## config.mk

```make
export PLATFORM = sky130hd
export DESIGN_NAME = dsadc_seq
export DESIGN_NICKNAME = d
export VERILOG_FILES = /design/src/rtl/dsadc_pkg.sv /design/src/rtl/dsadc_prediv.sv /design/src/rtl/dsadc_decades.sv /design/src/rtl/dsadc_phase_ctrl.sv /design/src/rtl/dsadc_seq.sv
export SDC_FILE = /design/constraint.sdc
export NUM_CORES = 1
export LEC_CHECK = 0
export BUFFER_PORTS_ARGS = -buffer_cell sky130_fd_sc_hd__buf_2
export CAP_MARGIN = 20
export CELL_PAD_IN_SITES_DETAIL_PLACEMENT = 1
export CELL_PAD_IN_SITES_GLOBAL_PLACEMENT = 1
export CORE_ASPECT_RATIO = 1.5
export CORE_UTILIZATION = 38
export DETAILED_ROUTE_END_ITERATION = 10
export GPL_TIMING_DRIVEN = 1
export PLACE_DENSITY = 0.64
export SLEW_MARGIN = 20
export SYNTH_ARGS = -nofsm -noshare
export SYNTH_HDL_FRONTEND = slang
export SYNTH_SLANG_ARGS = --single-unit
```

## constraint.sdc

```tcl
create_clock -name clk -period 3 [get_ports clk]
set_clock_uncertainty 0.1 [all_clocks]
set_input_delay 0.45 -clock clk [delete_from_list [all_inputs] [get_ports clk]]
set_output_delay 0.45 -clock clk [all_outputs]
set_load 0.02 [all_outputs]
```

## src/rtl/dsadc_pkg.sv

```systemverilog
package dsadc_pkg;

  typedef enum logic [1:0] {
    PH_AZ = 2'd0,
    PH_SI = 2'd1,
    PH_DI = 2'd2,
    PH_ZI = 2'd3
  } phase_e;

  // Next value of one decade digit that wraps after lim.
  function automatic logic [3:0] dec_next(input logic [3:0] d, input logic [3:0] lim);
    return (d == lim) ? 4'd0 : d + 4'd1;
  endfunction

  // Elaboration-time conversion of a count to eight packed BCD digits.
  function automatic logic [31:0] int_to_bcd(input int val);
    int v;
    logic [31:0] r;
    v = val;
    r = '0;
    for (int i = 0; i < 8; i++) begin
      r[i*4 +: 4] = 4'(v % 10);
      v = v / 10;
    end
    return r;
  endfunction

endpackage

```

## src/rtl/dsadc_prediv.sv

```systemverilog
module dsadc_prediv #(
  parameter int DIV = 4
) (
  input  logic clk,
  input  logic rst_n,
  output logic tick
);
  localparam int W = (DIV > 1) ? $clog2(DIV) : 1;

  logic [W-1:0] pre;

  assign tick = (pre == W'(DIV - 1));

  always_ff @(posedge clk) begin
    if (!rst_n)    pre <= '0;
    else if (tick) pre <= '0;
    else           pre <= pre + 1'b1;
  end

  generate
    if (DIV > 1) begin : g_gap
      AST_TICK_GAP: assert property (@(posedge clk) disable iff (!rst_n)
        tick |=> !tick);
    end
  endgenerate

endmodule

```

## src/rtl/dsadc_decades.sv

```systemverilog
module dsadc_decades #(
  parameter int NDEC    = 4,
  parameter int TOP_MAX = 2
) (
  input  logic              clk,
  input  logic              rst_n,
  input  logic              clr,
  input  logic              inc,
  output logic [NDEC*4-1:0] digits
);
  import dsadc_pkg::*;

  logic [NDEC-1:0] cin;
  assign cin[0] = inc;

  generate
    for (genvar i = 0; i < NDEC; i++) begin : g_dec
      localparam logic [3:0] LIM = (i == NDEC - 1) ? 4'(TOP_MAX) : 4'd9;
      logic [3:0] d;

      always_ff @(posedge clk) begin
        if (!rst_n)      d <= '0;
        else if (clr)    d <= '0;
        else if (cin[i]) begin
          if (i == NDEC - 1 && d == LIM) d <= d;   // top decade saturates
          else                           d <= dec_next(d, LIM);
        end
      end

      if (i < NDEC - 1) begin : g_carry
        assign cin[i+1] = cin[i] & (d == LIM);
      end

      assign digits[i*4 +: 4] = d;

      AST_DIGIT_RANGE: assert property (@(posedge clk) disable iff (!rst_n)
        d <= LIM);
    end
  endgenerate

endmodule

```

## src/rtl/dsadc_phase_ctrl.sv

```systemverilog
module dsadc_phase_ctrl
  import dsadc_pkg::*;
#(
  parameter int SI_CNT = 1000,
  parameter int FULL   = 2000,
  parameter int CYCLE  = 4000,
  parameter int ZI_MIN = 11,
  parameter int ZI_MAX = 140,
  parameter int ZI_OVR = 740,
  parameter int NDEC   = 4
) (
  input  logic              clk,
  input  logic              rst_n,
  input  logic              tick,
  input  logic              cmp_i,
  input  logic [NDEC*4-1:0] digits,
  output phase_e            phase,
  output logic              pol_pos,
  output logic              ovr,
  output logic              dec_clr,
  output logic              dec_inc,
  output logic              done_q
);
  localparam int CW = $clog2(CYCLE);
  localparam int ZW = $clog2(ZI_OVR + 1);
  localparam int AZ_LAST = CYCLE - SI_CNT - 1;
  localparam int SI_LAST = CYCLE - 1;
  localparam logic [31:0] LAST32 = int_to_bcd(FULL - 1);
  localparam logic [NDEC*4-1:0] LAST_BCD = LAST32[NDEC*4-1:0];

  logic [CW-1:0] cyc;
  logic [ZW-1:0] zcnt;
  logic [ZW-1:0] zn;
  logic [ZW-1:0] zlim;
  logic          zref;

  // Named phase events
  logic az_end, si_end, di_cross, di_full, di_end, zi_flip, zi_end;

  assign az_end   = (phase == PH_AZ) && (cyc == CW'(AZ_LAST));
  assign si_end   = (phase == PH_SI) && (cyc == CW'(SI_LAST));
  assign di_cross = (phase == PH_DI) && (cmp_i != pol_pos);
  assign di_full  = (phase == PH_DI) && !di_cross && (digits == LAST_BCD);
  assign di_end   = di_cross || di_full;
  assign zn       = zcnt + 1'b1;
  assign zlim     = ovr ? ZW'(ZI_OVR) : ZW'(ZI_MAX);
  assign zi_flip  = (cmp_i != zref);
  assign zi_end   = (phase == PH_ZI) &&
                    ((zi_flip && zn >= ZW'(ZI_MIN)) || zn == zlim);

  assign dec_clr  = tick && si_end;
  assign dec_inc  = tick && (phase == PH_DI) && !di_cross;

  always_ff @(posedge clk) begin
    if (!rst_n) begin
      phase   <= PH_AZ;
      cyc     <= '0;
      zcnt    <= '0;
      zref    <= 1'b0;
      pol_pos <= 1'b0;
      ovr     <= 1'b0;
      done_q  <= 1'b0;
    end else begin
      done_q <= tick && di_end;
      if (tick) begin
        cyc <= (cyc == CW'(CYCLE - 1)) ? '0 : cyc + 1'b1;
        unique case (phase)
          PH_AZ: if (az_end) phase <= PH_SI;
          PH_SI: if (si_end) begin
            phase   <= PH_DI;
            pol_pos <= cmp_i;
          end
          PH_DI: if (di_end) begin
            phase <= PH_ZI;
            zref  <= cmp_i;
            ovr   <= di_full;
            zcnt  <= '0;
          end
          PH_ZI: begin
            zcnt <= zn;
            if (zi_end) phase <= PH_AZ;
          end
          default: phase <= PH_AZ;
        endcase
      end
    end
  end

  AST_ZI_BOUNDS: assert property (@(posedge clk) disable iff (!rst_n)
    (phase == PH_AZ && $past(phase) == PH_ZI) |->
      (zcnt >= ZW'(ZI_MIN) && zcnt <= zlim));
  AST_POL_HOLD: assert property (@(posedge clk) disable iff (!rst_n)
    (phase == PH_DI && $past(phase) == PH_DI) |-> $stable(pol_pos));
  AST_DI_BOUND: assert property (@(posedge clk) disable iff (!rst_n)
    (phase == PH_DI) |-> (digits <= LAST_BCD));
  AST_ZI_BEFORE_WRAP: assert property (@(posedge clk) disable iff (!rst_n)
    (phase == PH_ZI) |-> (cyc < CW'(AZ_LAST)));

endmodule

```

## src/rtl/dsadc_seq.sv

```systemverilog
module dsadc_seq #(
  parameter int DIV     = 4,
  parameter int SI_CNT  = 1000,
  parameter int FULL    = 2000,
  parameter int CYCLE   = 4000,
  parameter int ZI_MIN  = 11,
  parameter int ZI_MAX  = 140,
  parameter int ZI_OVR  = 740,
  parameter int NDEC    = 4,
  parameter int TOP_MAX = 2
) (
  input  logic              clk,
  input  logic              rst_n,
  input  logic              cmp_i,
  output logic              ph_az,
  output logic              ph_si,
  output logic              ph_dip,
  output logic              ph_din,
  output logic              ph_zi,
  output logic [NDEC*4-1:0] rd_bcd,
  output logic              rd_neg,
  output logic              rd_ovr,
  output logic              rd_load
);
  import dsadc_pkg::*;

  logic              tick;
  logic [NDEC*4-1:0] digits;
  phase_e            phase;
  logic              pol_pos, ovr, dec_clr, dec_inc, done_q;

  dsadc_prediv #(.DIV(DIV)) u_div (
    .clk(clk), .rst_n(rst_n), .tick(tick)
  );

  dsadc_decades #(.NDEC(NDEC), .TOP_MAX(TOP_MAX)) u_dec (
    .clk(clk), .rst_n(rst_n), .clr(dec_clr), .inc(dec_inc), .digits(digits)
  );

  dsadc_phase_ctrl #(
    .SI_CNT(SI_CNT), .FULL(FULL), .CYCLE(CYCLE), .ZI_MIN(ZI_MIN),
    .ZI_MAX(ZI_MAX), .ZI_OVR(ZI_OVR), .NDEC(NDEC)
  ) u_ctl (
    .clk(clk), .rst_n(rst_n), .tick(tick), .cmp_i(cmp_i), .digits(digits),
    .phase(phase), .pol_pos(pol_pos), .ovr(ovr), .dec_clr(dec_clr),
    .dec_inc(dec_inc), .done_q(done_q)
  );

  assign ph_az  = (phase == PH_AZ);
  assign ph_si  = (phase == PH_SI);
  assign ph_dip = (phase == PH_DI) &&  pol_pos;
  assign ph_din = (phase == PH_DI) && !pol_pos;
  assign ph_zi  = (phase == PH_ZI);

  always_ff @(posedge clk) begin
    if (!rst_n) begin
      rd_bcd  <= '0;
      rd_neg  <= 1'b0;
      rd_ovr  <= 1'b0;
      rd_load <= 1'b0;
    end else begin
      rd_load <= done_q;
      if (done_q) begin
        rd_bcd <= digits;
        rd_neg <= !pol_pos;
        rd_ovr <= ovr;
      end
    end
  end

  AST_ONE_HOT: assert property (@(posedge clk) disable iff (!rst_n)
    $countones({ph_az, ph_si, ph_dip, ph_din, ph_zi}) == 1);
  AST_PHASE_ON_TICK: assert property (@(posedge clk) disable iff (!rst_n)
    !tick |=> $stable({ph_az, ph_si, ph_dip, ph_din, ph_zi}));
  AST_LOAD_PULSE: assert property (@(posedge clk) disable iff (!rst_n)
    rd_load |=> !rd_load);

endmodule

```

Word-level counts from Yosys, hierarchy flattened
Index checks and enable logic that the tools add are counted.
{"block": "word_totals", "register_bits": 65, "in_bits": 3, "output_inout_bits": 24, "word_cells": 85}
{"block": "op_classes", "n_addsub": 7, "order_cmp": 1, "eq_ne": 18, "n_mux": 12, "n_bitwise": 5, "n_reduce_logical": 26}
{"cell": "== test 12 bit (second input constant)", "count": 2}
{"cell": "two-way mux 10 bit", "count": 2}
{"cell": "one-hot mux 10 bit (2 select lines)", "count": 1}
{"cell": "adder 4 x 1 -> 4 bit (second input constant)", "count": 4}
{"cell": "== test 16 x 13 -> 1 bit (second input constant)", "count": 1}
{"cell": "logical AND 1 bit", "count": 13}
{"cell": "adder 12 x 1 -> 12 bit (second input constant)", "count": 1}
{"cell": "== test 4 bit (second input constant)", "count": 3}
{"cell": "two-way mux 12 bit", "count": 1}
{"cell": "two-way mux 4 bit", "count": 3}
{"cell": "adder 10 x 1 -> 10 bit (second input constant)", "count": 1}
{"cell": "== test 10 bit", "count": 1}
{"cell": ">= comparator 10 x 4 -> 1 bit (second input constant)", "count": 1}
{"cell": "AND reduction 3 bit", "count": 3}
{"cell": "two-way mux 2 bit", "count": 4}
{"cell": "inequality test 2 x 1 -> 1 bit (second input constant)", "count": 4}
{"cell": "one-hot mux 2 bit (4 select lines)", "count": 1}
{"cell": "== test 2 bit (second input constant)", "count": 3}
{"cell": "AND reduction 5 bit", "count": 1}
{"cell": "== test 4 x 2 -> 1 bit (second input constant)", "count": 1}
{"cell": "OR reduction 2 bit", "count": 2}
{"cell": "AND 1 bit", "count": 3}
{"cell": "adder 2 x 1 -> 2 bit (second input constant)", "count": 1}
{"cell": "== test 2 x 1 -> 1 bit (second input constant)", "count": 1}
{"cell": "7 further kinds", "count": 11}

Depth between registers and ports, before layout
{"block": "depth", "depth_word": 8, "ltp_mapped": 10, "mapped_depth_nobuf": 8}

Modules after synthesis
Synthesis repeated with hierarchy kept, for this count alone.
{"block": "unflattened", "cells_unflattened": 379, "hier_area_um2": 3484.6}
{"module": "dsadc_phase_ctrl", "instances": 1, "cells_per_inst": 217, "area_per_inst_um2": 1844.3, "seq_area_each_um2": 560.5}
{"module": "dsadc_decades", "instances": 1, "cells_per_inst": 93, "area_per_inst_um2": 829.5, "seq_area_each_um2": 320.3}
{"module": "dsadc_seq", "instances": 1, "cells_per_inst": 64, "area_per_inst_um2": 737.0, "seq_area_each_um2": 380.4}
{"module": "dsadc_prediv", "instances": 1, "cells_per_inst": 5, "area_per_inst_um2": 73.8, "seq_area_each_um2": 40.0}

Worst setup path before layout
OpenSTA, ideal clock, no wires.
{"block": "synth_timing", "kind": "reg2reg", "start": "register u_ctl.zcnt[1]", "end": "register u_ctl.phase[0]", "setup_ns": 0.072, "arrival_time_ns": 2.212, "required_ns": 2.828, "slack_ns": 0.616, "stages_incl_launch_ff": 8, "n_path_buf": 0, "synth_period_minus_slack_ns": 2.384, "cell_sequence": "dfxtp_1 -> ha_1 -> nand3_2 -> or3_1 -> a22o_1 -> or4b_1 -> a31oi_1 -> mux2i_1"}
{"block": "synth_between", "elab_chain_len": 7, "elab_cells_between_ends": 8, "classes_between": "1 x add/sub; 1 x order compare; 2 x eq/ne; 4 x reduce/logical"}
{"item": "start: declaration", "line": "dsadc_phase_ctrl.sv:32", "rtl": "logic [ZW-1:0] zcnt;"}
{"item": "start signal: assignment", "line": "dsadc_phase_ctrl.sv:80", "rtl": "zcnt <= zn;"}
{"item": "adder 10 x 1 -> 10 bit (*)", "line": "dsadc_phase_ctrl.sv:45", "rtl": "assign zn = zcnt + 1'b1;"}
{"item": ">= comparator 10 x 4 -> 1 bit", "line": "dsadc_phase_ctrl.sv:49", "rtl": "((zi_flip && zn >= ZW'(ZI_MIN)) || zn == zlim);"}
{"item": "logical AND 1 bit", "line": "dsadc_phase_ctrl.sv:49"}
{"item": "logical OR 1 bit (*)", "line": "dsadc_phase_ctrl.sv:49"}
{"item": "logical AND 1 bit (*)", "line": "dsadc_phase_ctrl.sv:48", "rtl": "assign zi_end = (phase == PH_ZI) &&"}
{"item": "inequality test 2 x 1 -> 1 bit (no line) (*)"}
{"item": "AND reduction 5 bit (no line) (*)"}
{"item": "end signal: assignment", "line": "dsadc_phase_ctrl.sv:56", "rtl": "phase <= PH_AZ;"}
{"item": "end signal: assignment", "line": "dsadc_phase_ctrl.sv:68", "rtl": "PH_AZ: if (az_end) phase <= PH_SI;"}
{"item": "end signal: assignment", "line": "dsadc_phase_ctrl.sv:70", "rtl": "phase <= PH_DI;"}
{"item": "end: declaration", "line": "dsadc_phase_ctrl.sv:17", "rtl": "output phase_e phase,"}
Every way passes the cells marked *; elsewhere a longest branch is shown, timed or not.
A chain may end at the register's enable or synchronous reset.

Worst setup path in the final report
Ends and elaborated chain as after synthesis.

==> results.md <==
* Die Area at a little under 9000 um^2
* Peak supply drop at roughly 300 uV
* Synthesized flop and latch total at 65
* Overall routing resource usage at 0.1827
* Post-Synthesis Cell Area at 3244 um^2
* GRT overflow at 0
* Vias per cell at ~5.2
* Final nets at ~400
* Synthesis-to-finish area growth at 16.70%
* Sequential area share after synthesis at 0.4011
* Via count at about 2600
* Final Instance Area at approximately 3800 um^2
* Slack of the worst reg-to-reg path at around 360 ps
* Largest net degree at the start of global routing at 31
* Netlist cell types at 51
* Vias in the first global route at about 2600
* Area of placed instances at approximately 3400 um^2
* Run status: finished clean
* Worst skew pair latency at 330 ps
* Core area at 8158 um^2
* Hold Fails Final Rpt at 0
* PwrDens at 551.1 nW/um^2
* Hold/Removal Path Class: reg2reg
* Leak pwr at ~1.4 nW
* Die X-Extent at 77.45 um
* Initial drt markers at around 120
* WL final at around 7.4 mm
* Std-Cell Rows at 40
* Worst Hold Depth at 1
* H-tree Lvls at 3
* Worst relative slew slack at 0.4464
* Clock Sinks at between 60 and 70
* CP Data Required Time at 3160 ps
* Worst-case reg-to-reg path depth at 7
* Ys async rst share at 0
* Synth Area per Inst at approximately 9 um^2
* Total power at 2.087 mW
* Setup crit start kind: flop
* Least-Margin Pin Slew at slightly above 800 ps
* Minimum clock period at roughly 2600 ps
* Pre-CTS WS at approximately 390 ps
* Critical Path Fanout Max at 7
* Setup Fix Bufs, Post-CTS at 0
* Routed Antenna Nets at 0
* Antenna violations before repair at 0
* EDFF count, synth at 0
* Initial Util at 0.3977
* Wire per inst at 14.96 um
* Crit. End Element: flop
* CTS tree: yes
* Yosys warns at 0
* 1st-pass router iterations at 4
* Root Driver: clkbuf_16
* Post-Route Utilization at 0.4641
* Synth Flop Type: dfxtp_1
* Syn Nets at 374
* Crit Path Class: reg2reg
* Post-CTS sizing at 0
* N_diodes at 0
* Final worst setup slack at 362.0 ps
* DRC Markers at 0
* DP HPWL at roughly 5.2 mm
* Arr. time, crit path at 2800 ps
* Reg2Reg Capture Point: u_ctl.phase[0]
* Max-cap violation count at 0
* R2R Path Start: u_ctl.zcnt[1]
* CTS Hold Bufs at 0
* I/O pins at 27
* Clock slew at reported path FFs at around 60 ps
* Cell count after synthesis at 360
* Global-route wire length before repair at between 10 and 15 mm
* GP Congestion at around 0.8
* CTS Buf Count at 9
* Hold path startpoint: u_div.pre[0]
* RSZ-0062 raised after global routing: false
* Final setup violation count at 0
* Commonest non-fill, non-tap cells in the layout: dfxtp_1, nor2_1, nor2b_1
* Max clock buf depth at 2
* Final worst-path cycle share at 0.8793
* Slew Limit Fails at 0
* Port Buffers at 26
* Fraction of layout cells with a size suffix above 1 at 0.1462
* Worst Hold End: u_div.pre[0]
* Most common cell after layout, fill and taps aside: dfxtp_1
* Fmax at roughly 380 MHz
* Die Height at about 120 um
* Final setup TNS at 0 ps
[worst max-delay path, stage by stage (launching register included)]
cell and delay [ps]:
dfxtp_1 420, ha_1 330, nand3_2 150, or3_1 370, a22o_1 210, or4b_1 470
a31oi_1 310, mux2i_1 210
[flip-flops by register name, summed over array words and instances (netlist names)]
| signal | count |
|---|---|
| rd_bcd | 16 |
| rd_load | 1 |
| rd_neg | 1 |
| rd_ovr | 1 |
| u_ctl.cyc | 12 |
| u_ctl.done_q | 1 |
| u_ctl.ovr | 1 |
| u_ctl.phase | 2 |
| u_ctl.pol_pos | 1 |
| u_ctl.zcnt | 10 |
| u_ctl.zref | 1 |
| u_dec.g_dec.d | 16 |
| u_div.pre | 2 |
[routing by layer]
layer	up-vias	global-route usage	share of wire
met3	11	0.03333	0.023
met5	-	0	0
met2	22	0.3351	0.53
li1	1310	-	-
met1	1251	0.1975	0.42
met4	0	0.09811	0.024
[cell type report]
cell class | count | area, um^2
Tap cell | 105 | 131.4
Sequential cell | 65 | 1301
Clock buffer | 12 | 266.5
Clock inverter | 4 | 73.82
Fill cell | 974 | 4372
Multi-Input combinational cell | 268 | 1812
Timing Repair Buffer | 30 | 160.2
Inverter | 11 | 41.29
[cells by family after synthesis]
kind of cell,count (synthesis),synth area share
xor+xnor,25,0.06749
flops,65,0.4011
mux,21,0.06479
simple gates,159,0.2777
compound gates,52,0.1061
buf+inv,27,0.04049
fa+ha+maj,11,0.04242
[how the worst max path moves through the flow]
stage | to | startpoint | cells after the start
3_5_place_dp | u_ctl.phase[0] | u_ctl.zcnt[0] | 7
6_report | u_ctl.phase[0] | u_ctl.zcnt[1] | 7
3_3_place_gp | u_ctl.phase[0] | u_ctl.zcnt[1] | 7
4_1_cts | u_ctl.phase[0] | u_ctl.zcnt[1] | 7
2_1_floorplan | u_ctl.phase[0] | u_ctl.zcnt[1] | 7
5_1_grt | u_ctl.phase[0] | u_ctl.zcnt[1] | 7
[synth_stat cells (9+ instances only)]
library cell | number | area, um^2
o21ai_0 | 18 | 90.09
nand4_1 | 13 | 81.33
nor2_1 | 32 | 120.1
dfxtp_1 | 65 | 1301
ha_1 | 11 | 137.6
nor2b_1 | 28 | 175.2
nand3_1 | 10 | 50.05
a21oi_1 | 9 | 45.04
and2_1 | 9 | 56.30
clkbuf_1 | 11 | 41.29
xnor2_1 | 13 | 113.9
mux2i_1 | 21 | 210.2
nand2_1 | 25 | 93.84
inv_1 | 11 | 41.29
xor2_1 | 12 | 105.1
[report_power, final]
group          total [mW]  internal (mW)  switching [mW]
logic              0.0399         0.0147          0.0251
clock network        1.18          0.795           0.381
registers           0.871          0.868         0.00250
total                2.09           1.68           0.409
[through the flow]
step	hold slack [ps]	instances
global route	351.6	495
global placement	314.8	479
floorplan	303.3	360
CTS	326.5	495
finish	325.0	495
detailed placement	318.9	479
Note: power is estimated with default switching activity, not from simulation.
